--- config.mk ---
export PLATFORM = sky130hd
export DESIGN_NAME = scsi_sel_filter
export DESIGN_NICKNAME = d
export VERILOG_FILES = /design/src/rtl/scsi_sel_filter_pkg.sv /design/src/rtl/selfilt_sync.sv /design/src/rtl/selfilt_settle.sv /design/src/rtl/selfilt_judge.sv /design/src/rtl/scsi_sel_filter.sv
export SDC_FILE = /design/constraint.sdc
export NUM_CORES = 1
export LEC_CHECK = 0
export BUFFER_PORTS_ARGS = -buffer_cell sky130_fd_sc_hd__buf_4
export CORE_ASPECT_RATIO = 0.6
export CORE_UTILIZATION = 60
export CTS_CLUSTER_DIAMETER = 80
export DETAILED_ROUTE_END_ITERATION = 16
export PLACE_DENSITY_LB_ADDON = 0.15
export SYNTH_ARGS = -nofsm -noshare
export SYNTH_HDL_FRONTEND = slang
export SYNTH_SLANG_ARGS = --single-unit
--- constraint.sdc ---
create_clock -name clk -period 11.73 [get_ports clk]
set_clock_uncertainty 0.2 [all_clocks]
set_input_delay 1.7595 -clock clk [delete_from_list [all_inputs] [get_ports clk]]
set_output_delay 1.7595 -clock clk [all_outputs]
set_load 0.01 [all_outputs]
--- src/rtl/scsi_sel_filter_pkg.sv ---
package scsi_sel_filter_pkg;

  typedef enum logic [1:0] {
    VERD_NONE   = 2'd0,
    VERD_ACCEPT = 2'd1,
    VERD_IGNORE = 2'd2
  } verdict_t;

endpackage

--- src/rtl/selfilt_sync.sv ---
module selfilt_sync #(
  parameter int W      = 8,
  parameter int STAGES = 2
) (
  input  logic         clk,
  input  logic         rst,
  input  logic [W-1:0] d,
  output logic [W-1:0] q
);
  logic [W-1:0] stg [STAGES];

  always_ff @(posedge clk) begin
    if (rst) begin
      for (int k = 0; k < STAGES; k++) stg[k] <= '0;
    end else begin
      stg[0] <= d;
      for (int k = 1; k < STAGES; k++) stg[k] <= stg[k-1];
    end
  end

  assign q = stg[STAGES-1];
endmodule

--- src/rtl/selfilt_settle.sv ---
module selfilt_settle #(
  parameter int W          = 8,
  parameter int SETTLE_CYC = 3
) (
  input  logic         clk,
  input  logic         rst,
  input  logic [W-1:0] word,
  input  logic         active,
  output logic         fire
);
  localparam int CNT_W = $clog2(SETTLE_CYC + 1);
  localparam logic [CNT_W-1:0] LAST = CNT_W'(SETTLE_CYC - 1);

  logic [W-1:0]     hold;
  logic [CNT_W-1:0] cnt;
  logic             done;
  logic             same;

  assign same = (word == hold);
  assign fire = active && same && (cnt == LAST) && !done;

  always_ff @(posedge clk) begin
    if (rst) begin
      hold <= '0;
      cnt  <= '0;
      done <= 1'b0;
    end else begin
      hold <= word;
      if (!active || !same) cnt <= '0;
      else if (cnt != LAST) cnt <= cnt + 1'b1;
      if (!active) done <= 1'b0;
      else if (fire) done <= 1'b1;
    end
  end
endmodule

--- src/rtl/selfilt_judge.sv ---
module selfilt_judge
  import scsi_sel_filter_pkg::*;
#(
  parameter int ID_W = 4,
  localparam int LANES = 1 << ID_W,
  localparam int BYTES = LANES / 8,
  localparam int CW    = $clog2(LANES + 1)
) (
  input  logic [LANES-1:0] db,
  input  logic [BYTES-1:0] dp,
  input  logic [ID_W-1:0]  my_id,
  input  logic             cfg_no_single,
  input  logic             cfg_wide,
  input  logic             cfg_par_en,
  output verdict_t         verdict,
  output logic             perr,
  output logic [ID_W-1:0]  who
);
  logic [BYTES-1:0] lane_on, lane_ok;
  logic [LANES-1:0] ids;
  logic [CW-1:0]    nbits;
  logic [ID_W-1:0]  other;
  logic             upper_bad, mine;

  for (genvar g = 0; g < BYTES; g++) begin : g_byte
    assign lane_ok[g] = ^{db[g*8 +: 8], dp[g]};
    if (g == 0) begin : g_base
      assign lane_on[g] = 1'b1;
    end else begin : g_upper
      assign lane_on[g] = cfg_wide;
    end
  end

  for (genvar i = 0; i < LANES; i++) begin : g_lane
    assign ids[i] = db[i] & lane_on[i/8];
  end

  assign perr      = cfg_par_en && |(lane_on & ~lane_ok);
  assign upper_bad = |((lane_on & ~lane_ok) >> 1);
  assign mine      = ids[my_id];

  always_comb begin
    nbits = '0;
    other = '0;
    for (int i = 0; i < LANES; i++) begin
      if (ids[i]) begin
        nbits = nbits + 1'b1;
        if (ID_W'(i) != my_id) other = ID_W'(i);
      end
    end
  end

  always_comb begin
    verdict = VERD_NONE;
    who     = my_id;
    if (perr || upper_bad)         verdict = VERD_IGNORE;
    else if (nbits > CW'(2))       verdict = VERD_IGNORE;
    else if (!mine)                verdict = VERD_NONE;
    else if (nbits == CW'(1))      verdict = cfg_no_single ? VERD_IGNORE : VERD_ACCEPT;
    else begin
      verdict = VERD_ACCEPT;
      who     = other;
    end
  end
endmodule

--- src/rtl/scsi_sel_filter.sv ---
module scsi_sel_filter
  import scsi_sel_filter_pkg::*;
#(
  parameter int ID_W       = 4,
  parameter int SETTLE_CYC = 3,
  parameter int SYNC_DEPTH = 2,
  localparam int LANES = 1 << ID_W,
  localparam int BYTES = LANES / 8
) (
  input  logic             clk,
  input  logic             rst,
  input  logic [LANES-1:0] bus_db,
  input  logic [BYTES-1:0] bus_dp,
  input  logic             bus_bsy,
  input  logic             bus_sel,
  input  logic             bus_io,
  input  logic [ID_W-1:0]  my_id,
  input  logic             cfg_no_single,
  input  logic             cfg_wide,
  input  logic             cfg_par_en,
  input  logic             perr_clr,
  output logic             sel_pulse,
  output logic             resel_pulse,
  output logic             ignore_pulse,
  output logic             par_err,
  output logic [ID_W-1:0]  init_id
);
  localparam int WW = LANES + BYTES + 3;

  logic [WW-1:0]    raw_w, s_w;
  logic [LANES-1:0] s_db;
  logic [BYTES-1:0] s_dp;
  logic             s_bsy, s_sel, s_io, s_active, fire, perr;
  logic [ID_W-1:0]  who;
  verdict_t         verdict;

  assign raw_w = {bus_io, bus_sel, bus_bsy, bus_dp, bus_db};

  selfilt_sync #(.W(WW), .STAGES(SYNC_DEPTH)) u_sync (
    .clk(clk), .rst(rst), .d(raw_w), .q(s_w)
  );

  assign s_db     = s_w[LANES-1:0];
  assign s_dp     = s_w[LANES +: BYTES];
  assign s_bsy    = s_w[LANES+BYTES];
  assign s_sel    = s_w[LANES+BYTES+1];
  assign s_io     = s_w[LANES+BYTES+2];
  assign s_active = s_sel && !s_bsy;

  selfilt_settle #(.W(WW), .SETTLE_CYC(SETTLE_CYC)) u_settle (
    .clk(clk), .rst(rst), .word(s_w), .active(s_active), .fire(fire)
  );

  selfilt_judge #(.ID_W(ID_W)) u_judge (
    .db(s_db), .dp(s_dp), .my_id(my_id),
    .cfg_no_single(cfg_no_single), .cfg_wide(cfg_wide), .cfg_par_en(cfg_par_en),
    .verdict(verdict), .perr(perr), .who(who)
  );

  always_ff @(posedge clk) begin
    if (rst) begin
      sel_pulse    <= 1'b0;
      resel_pulse  <= 1'b0;
      ignore_pulse <= 1'b0;
      par_err      <= 1'b0;
      init_id      <= '0;
    end else begin
      sel_pulse    <= fire && (verdict == VERD_ACCEPT) && !s_io;
      resel_pulse  <= fire && (verdict == VERD_ACCEPT) && s_io;
      ignore_pulse <= fire && (verdict == VERD_IGNORE);
      if (fire && (verdict == VERD_ACCEPT)) init_id <= who;
      if (fire && perr) par_err <= 1'b1;
      else if (perr_clr) par_err <= 1'b0;
    end
  end
endmodule

==> results of run 1 <==
[routing by layer]
| layer | vias up | global-route usage | routed length, um |
|---|---|---|---|
| met2 | 143 | 0.447 | 4880 |
| met3 | 9 | 0.0557 | 768 |
| met5 | - | 0 | 0 |
| li1 | 1989 | - | - |
| met4 | 0 | 0.0605 | 55 |
| met1 | 1834 | 0.418 | 5340 |
[worst max-delay path, delay by kind of cell (launching register included)]
| family | cells | cell delay [ns] |
|---|---|---|
| simple gates | 16 | 2.19 |
| flops | 1 | 0.43 |
| compound gates | 18 | 3.08 |
| xor+xnor | 3 | 0.64 |
| fa+ha+maj | 13 | 3.76 |
| buf+inv | 6 | 0.52 |
[stage by stage]
| stage | total power [mW] | setup WS (ns) | hold WS, ns | std cells | area (um^2) |
|---|---|---|---|---|---|
| 6_report | 0.689 | 0.829 | 0.233 | 698 | 5340 |
| 5_1_grt | 0.724 | 0.0369 | 0.248 | 698 | 5340 |
| 4_1_cts | 0.689 | 0.656 | 0.236 | 698 | 5330 |
| 3_5_place_dp | 0.445 | 0.712 | 0.222 | 683 | 5060 |
| 3_3_place_gp | 0.439 | 1.20 | 0.218 | 683 | 5060 |
| 2_1_floorplan | 0.407 | 1.79 | 0.213 | 569 | 4750 |
[power by group through the flow]
stage	clock (mW)	sequential, mW	combinational [mW]
2_1_floorplan	0	0.269	0.138
3_3_place_gp	0	0.274	0.165
3_5_place_dp	0	0.274	0.171
4_1_cts	0.246	0.269	0.174
5_1_grt	0.258	0.270	0.196
6_report	0.243	0.269	0.177
[state kept, by name, summed over array words and instances (netlist names)]
register / cells
u_sync.stg: 42
u_settle.hold: 21
init_id: 4
u_settle.cnt: 2
ignore_pulse: 1
par_err: 1
resel_pulse: 1
sel_pulse: 1
u_settle.done: 1
[how the worst max path moves through the flow]
stage	startpoint	to	slack, ns	cells past startpoint
global route	u_sync.stg[0][22]$_SDFF_PP0_	init_id[0]$_SDFFE_PP0P_	0.04	56
finish	u_sync.stg[0][22]$_SDFF_PP0_	init_id[2]$_SDFFE_PP0P_	0.83	56
floorplan	u_sync.stg[0][21]$_SDFF_PP0_	init_id[0]$_SDFFE_PP0P_	1.79	57
global placement	u_sync.stg[0][21]$_SDFF_PP0_	init_id[3]$_SDFFE_PP0P_	1.20	56
CTS	u_sync.stg[0][22]$_SDFF_PP0_	init_id[2]$_SDFFE_PP0P_	0.66	56
detailed placement	u_sync.stg[0][22]$_SDFF_PP0_	init_id[0]$_SDFFE_PP0P_	0.71	56
[placed cells by master (no fill, tap or decap), drive strengths merged, types with 5 or more instances in the layout]
cell,n
dfxtp,74
nor2b,62
nand2,56
xnor2,44
nor2,40
buf,38
inv,29
xor2,26
a21oi,23
o21ai,23
ha,16
nor3,16
nand3,15
and2,12
clkbuf,10
a211oi,7
nor4,7
a31oi,7
nand4,6
xnor3,6
nand2b,5
o32ai,5
[kinds of logic after synthesis]
family          count (synthesis)
mux                             9
compound gates                100
flops                          74
buf+inv                        57
fa+ha+maj                      16
xor+xnor                       77
simple gates                  236
[final cells by class]
class | count | area [um^2]
multi-input cells | 438 | 3060
fillers | 620 | 2110
flip-flops and latches | 74 | 1480
repair buffers | 38 | 285
clock buffers | 10 | 239
well taps | 104 | 130
inverters | 29 | 109
clock inverters | 5 | 31.3
[timing repair]
item,4_1_cts,5_1_grt
setup endpoints to repair,0,6
gates resized for setup,0,4
hold buffers,0,0
endpoints found under the hold margin,0,0
==> results.toml, run 1 <==
[worst_setup_path]
reg2reg_from = "u_sync.stg[0][22]$_SDFF_PP0_"
worst_r2r_endpoint = "init_id[2]$_SDFFE_PP0P_"
cpMostUsedCell = "ha_1"
critPathArrivalTime_ns = 10.93
cpPeakStageDelay_ns = 0.44
crit_required_ns = 11.76
critPathSlowestCell = "or3_4"
r2r_cells = 56
ff2ff_setup_slack_ns = 0.83
crit_fanout = 6
path_class = "flop to flop"
start_kind = "flop"
endpoint_kind = "flop"

[power]
power_density_nw_per_um2 = 129
clkPwrFrac = 0.352
comb_power_share = 0.257
sw_frac_of_total = 0.297
ir_drop_mv = 0.0966
cellInternalPower_uw = 484
leakage_nw = 2.20
p_seq_frac = 0.390
p_switching_uw = 205

[finish]
num_antenna_cells = 0
area_delta_synth_final_pct = 12.3
final_util = 0.717
num-nets-final = 637
layout-drive-gt1-share = 0.131

[synthesis]
synth-adder-area-share = 0.0421
synth_xor_area_frac = 0.168
synth_top_area_frac = 0.312
synth_top_area_cell = "dfxtp_1"
synth_top_cells_by_count = "dfxtp_1, nor2b_1, nand2_1"
synth_area_leaders = "dfxtp_1, nor2b_1, xnor2_1"
synthCells = 569
synth-compound-area-share = 0.143
synth_top_family_by_area = "simple AND/OR/NAND/NOR gates"
synth_most_common_cell = "dfxtp_1"
yosys.area_share.simple = 0.258
ys_seq_area_frac = 0.312
async_flop_share = 0
synth_flop_cell = "dfxtp_1"
synth_cell_type_count = 66
yosys_warnings = 0
synth.ff_latch_count = 74
avgSynthCellArea_um2 = 8.35
synth_fp_nets = 616
synth_area_um2 = 4750
synth_edf_count = 0
muxShareOfSynthArea = 0.0305

[drt]
firstDrtPassIters = 4
drc = 0
num_vias = 3975
ant_nets = 0
drt-initial-drc-count = 379
via_per_inst = 5.69
drt-total-wl_mm = 11.1
wl_per_cell_um = 15.8

[timing]
max_freq_mhz = 91.7
post-route-period-util = 0.929
rsz0062_at_grt = "no"
maxSlewViolCount = 0
worst_slew_pin_slew_ns = 0.669
tns_ns = 0
final-setup-viol-count = 0
hold_viol = 0
max_slew_margin = 0.551
period_needed_ns = 10.90

[outcome]
status = "finished clean"

[floorplanning]
die_area_um2 = 8290
core_area_um2 = 7450
start_util = 0.638
ioPinCount = 39
rows = 24
die_x_um = 117
die_h_um = 70.9

[clocking]
cts_buffers = 9
cts.sinks = 74
clk_latency_ns = 0.32
clk_pin_slew_worst_paths_ns = 0.06
htree_levels = 3
tritoncts = "yes"
root_buffer = "clkbuf_16"
cts_setup_buffers = 0
max-clock-path-buffers = 2

[global_route]
grt_remaining_overflow = 0
track_usage = 0.289
grt_pass1_wl_mm = 18.5
grt_max_degree = 67
antenna_found_initial = 0
grt_pass1_vias = 3822

[run]
maxCapViolCount = 0

[worst_hold_path]
hold_depth = 1
hold_start = "u_sync.stg[0][16]$_SDFF_PP0_"
hp-class = "flop to flop"
min_to = "u_sync.stg[0][37]$_SDFF_PP0_"

[place]
numPortBuffers = 38
hpwl_mm = 8.06
gp_congestion = 0.889
(Power assumes the default switching activity.)
==> run 2, diff against run 1 <==
- CTS_CLUSTER_DIAMETER: 80 -> default
- SYNTH_HIERARCHICAL: default -> 1
==> results.toml, run 2 <==
[drt]
wl_met3_um = 688
drc = 0
wl_per_cell_um = 15.3
route.met2.wl_mm = 4.46
num_vias = 3853
drt-initial-drc-count = 260
via_per_inst = 5.62
drt-met1-wl_mm = 5.29
ant_nets = 0
firstDrtPassIters = 5
top_layer = "met4"
drt-total-wl_mm = 10.5

[floorplanning]
die_h_um = 73.4
rows = 25
die_x_um = 121
ioPinCount = 39
core_area_um2 = 8040
start_util = 0.634
die_area_um2 = 8880

[synthesis]
yosys_warnings = 6
async_flop_share = 0
synth_cell_type_count = 77
synth_top_area_cell = "dfxtp_1"
synth_flop_cell = "dfxtp_1"
synth_area_um2 = 5100
avgSynthCellArea_um2 = 8.93
synth_top_area_frac = 0.291
synthCells = 571
synth_top_cells_by_count = "dfxtp_1, nor2b_1, nand2_1"
synth_fp_nets = 618
synth_most_common_cell = "dfxtp_1"
synth_area_leaders = "dfxtp_1, nor2b_1, xnor2_1"
synth_edf_count = 0
synth.ff_latch_count = 74
ys_seq_area_frac = 0.291

[timing]
post-route-period-util = 0.895
max_freq_mhz = 95.3
tns_ns = 0
hold_viol = 0
worst_slew_pin_slew_ns = 0.677
final-setup-viol-count = 0
max_slew_margin = 0.549
maxSlewViolCount = 0
rsz0062_at_grt = "no"
finalWorstSetupSlack_ns = 1.23
period_needed_ns = 10.50

[power]
ir_drop_mv = 0.0946
leakage_nw = 2.21
power_density_nw_per_um2 = 127

[clocking]
cts_buffers = 9
cts.sinks = 74
max-clock-path-buffers = 2
htree_levels = 3
cts-resized-gates = 0
cts_setup_buffers = 0
root_buffer = "clkbuf_16"
postCtsHoldBufs = 0
clk_pin_slew_worst_paths_ns = 0.06
clk_latency_ns = 0.33
tritoncts = "yes"

[global_route]
antenna_found_initial = 0
grt_max_degree = 77
grt_remaining_overflow = 0
track_usage = 0.249
grt_pass1_wl_mm = 17.0
grt_pass1_vias = 3459

[finish]
layout_commonest_cell = "dfxtp_1"
layout-drive-gt1-share = 0.149
biggestRegsByFlops = "u_sync/stg x42, u_settle/hold x21, init_id x4"
top_register = "u_sync/stg"
num_antenna_cells = 0
final_util = 0.680
layout_common_cells = "dfxtp_1, nor2b_1, nand2_1"
num-nets-final = 620
area_delta_synth_final_pct = 7.29
largest_reg_flops = 42

[worst_setup_path]
crit_fanout = 8
endpoint_kind = "flop"
cpMostUsedCell = "ha_1"
critPathSlowestCell = "ha_1"
crit_required_ns = 11.74
cpPeakStageDelay_ns = 0.46
critPathArrivalTime_ns = 10.51
start_kind = "flop"
path_class = "flop to flop"

[place]
dp_slack_ns = 1.41
hpwl_mm = 7.79
gp_congestion = 0.906
numPortBuffers = 38

[worst_hold_path]
hp-class = "flop to flop"

[run]
maxCapViolCount = 0

[outcome]
status = "finished clean"
## run 2: per-layer routing
metal / up-vias / GRT usage
met3: 8 / 0.0668
met5: - / 0
met4: 0 / 0.0562
met2: 122 / 0.386
li1: 1923 / -
met1: 1800 / 0.346
## run 2: cell type report
cell class / count / area (um^2)
Multi-Input combinational cell: 430 / 3210
Fill cell: 631 / 2570
Sequential cell: 74 / 1480
Timing Repair Buffer: 38 / 285
Clock buffer: 10 / 239
Tap cell: 108 / 135
Inverter: 20 / 75.1
Clock inverter: 6 / 41.3
## run 2: critical path: cells and delay by family, from the launching register on
family | cells | cell delay [ns]
fa+ha+maj | 14 | 4.20
compound gates | 14 | 2.27
simple gates | 14 | 1.75
mux | 4 | 0.85
flops | 1 | 0.45
xor+xnor | 2 | 0.38
buf+inv | 3 | 0.23
## run 2: worst paths after layout
check,start,endpoint,slack [ns],cells after the start
worst min register to register,u_sync/stg[0][9]$_SDFF_PP0_,u_sync/stg[0][30]$_SDFF_PP0_,0.23,1
worst max-delay path,u_sync/stg[0][22]$_SDFF_PP0_,init_id[2]$_SDFFE_PP0P_,1.23,51
worst min-delay path,u_sync/stg[0][9]$_SDFF_PP0_,u_sync/stg[0][30]$_SDFF_PP0_,0.23,1
worst max register to register,u_sync/stg[0][22]$_SDFF_PP0_,init_id[2]$_SDFFE_PP0P_,1.23,51
## run 2: power by group
group | switching, mW | total (mW) | internal, mW | leakage (nW)
Clock | 0.100 | 0.249 | 0.149 | 0.143
Sequential | 0.00888 | 0.269 | 0.260 | 0.607
Combinational | 0.0955 | 0.174 | 0.0786 | 1.46
Total | 0.205 | 0.692 | 0.488 | 2.21
## run 2: through the flow
step	cell area [um^2]	hold slack, ns	cells	total power [mW]
floorplan	5100	0.214	571	0.413
global placement	5190	0.217	670	0.438
detailed placement	5190	0.221	670	0.445
CTS	5470	0.232	686	0.694
global route	5470	0.245	686	0.728
finish	5470	0.231	686	0.692
## run 2: logic make-up (layout without fill, tap and decap cells)
logic type      after synthesis  in the layout  share of synthesized area
buf+inv                      67             74                     0.0793
xor+xnor                     76             76                      0.174
compound gates               81             81                      0.110
simple gates                239            239                      0.259
fa+ha+maj                    16             16                     0.0393
flops                        74             74                      0.291
mux                          18             18                     0.0484
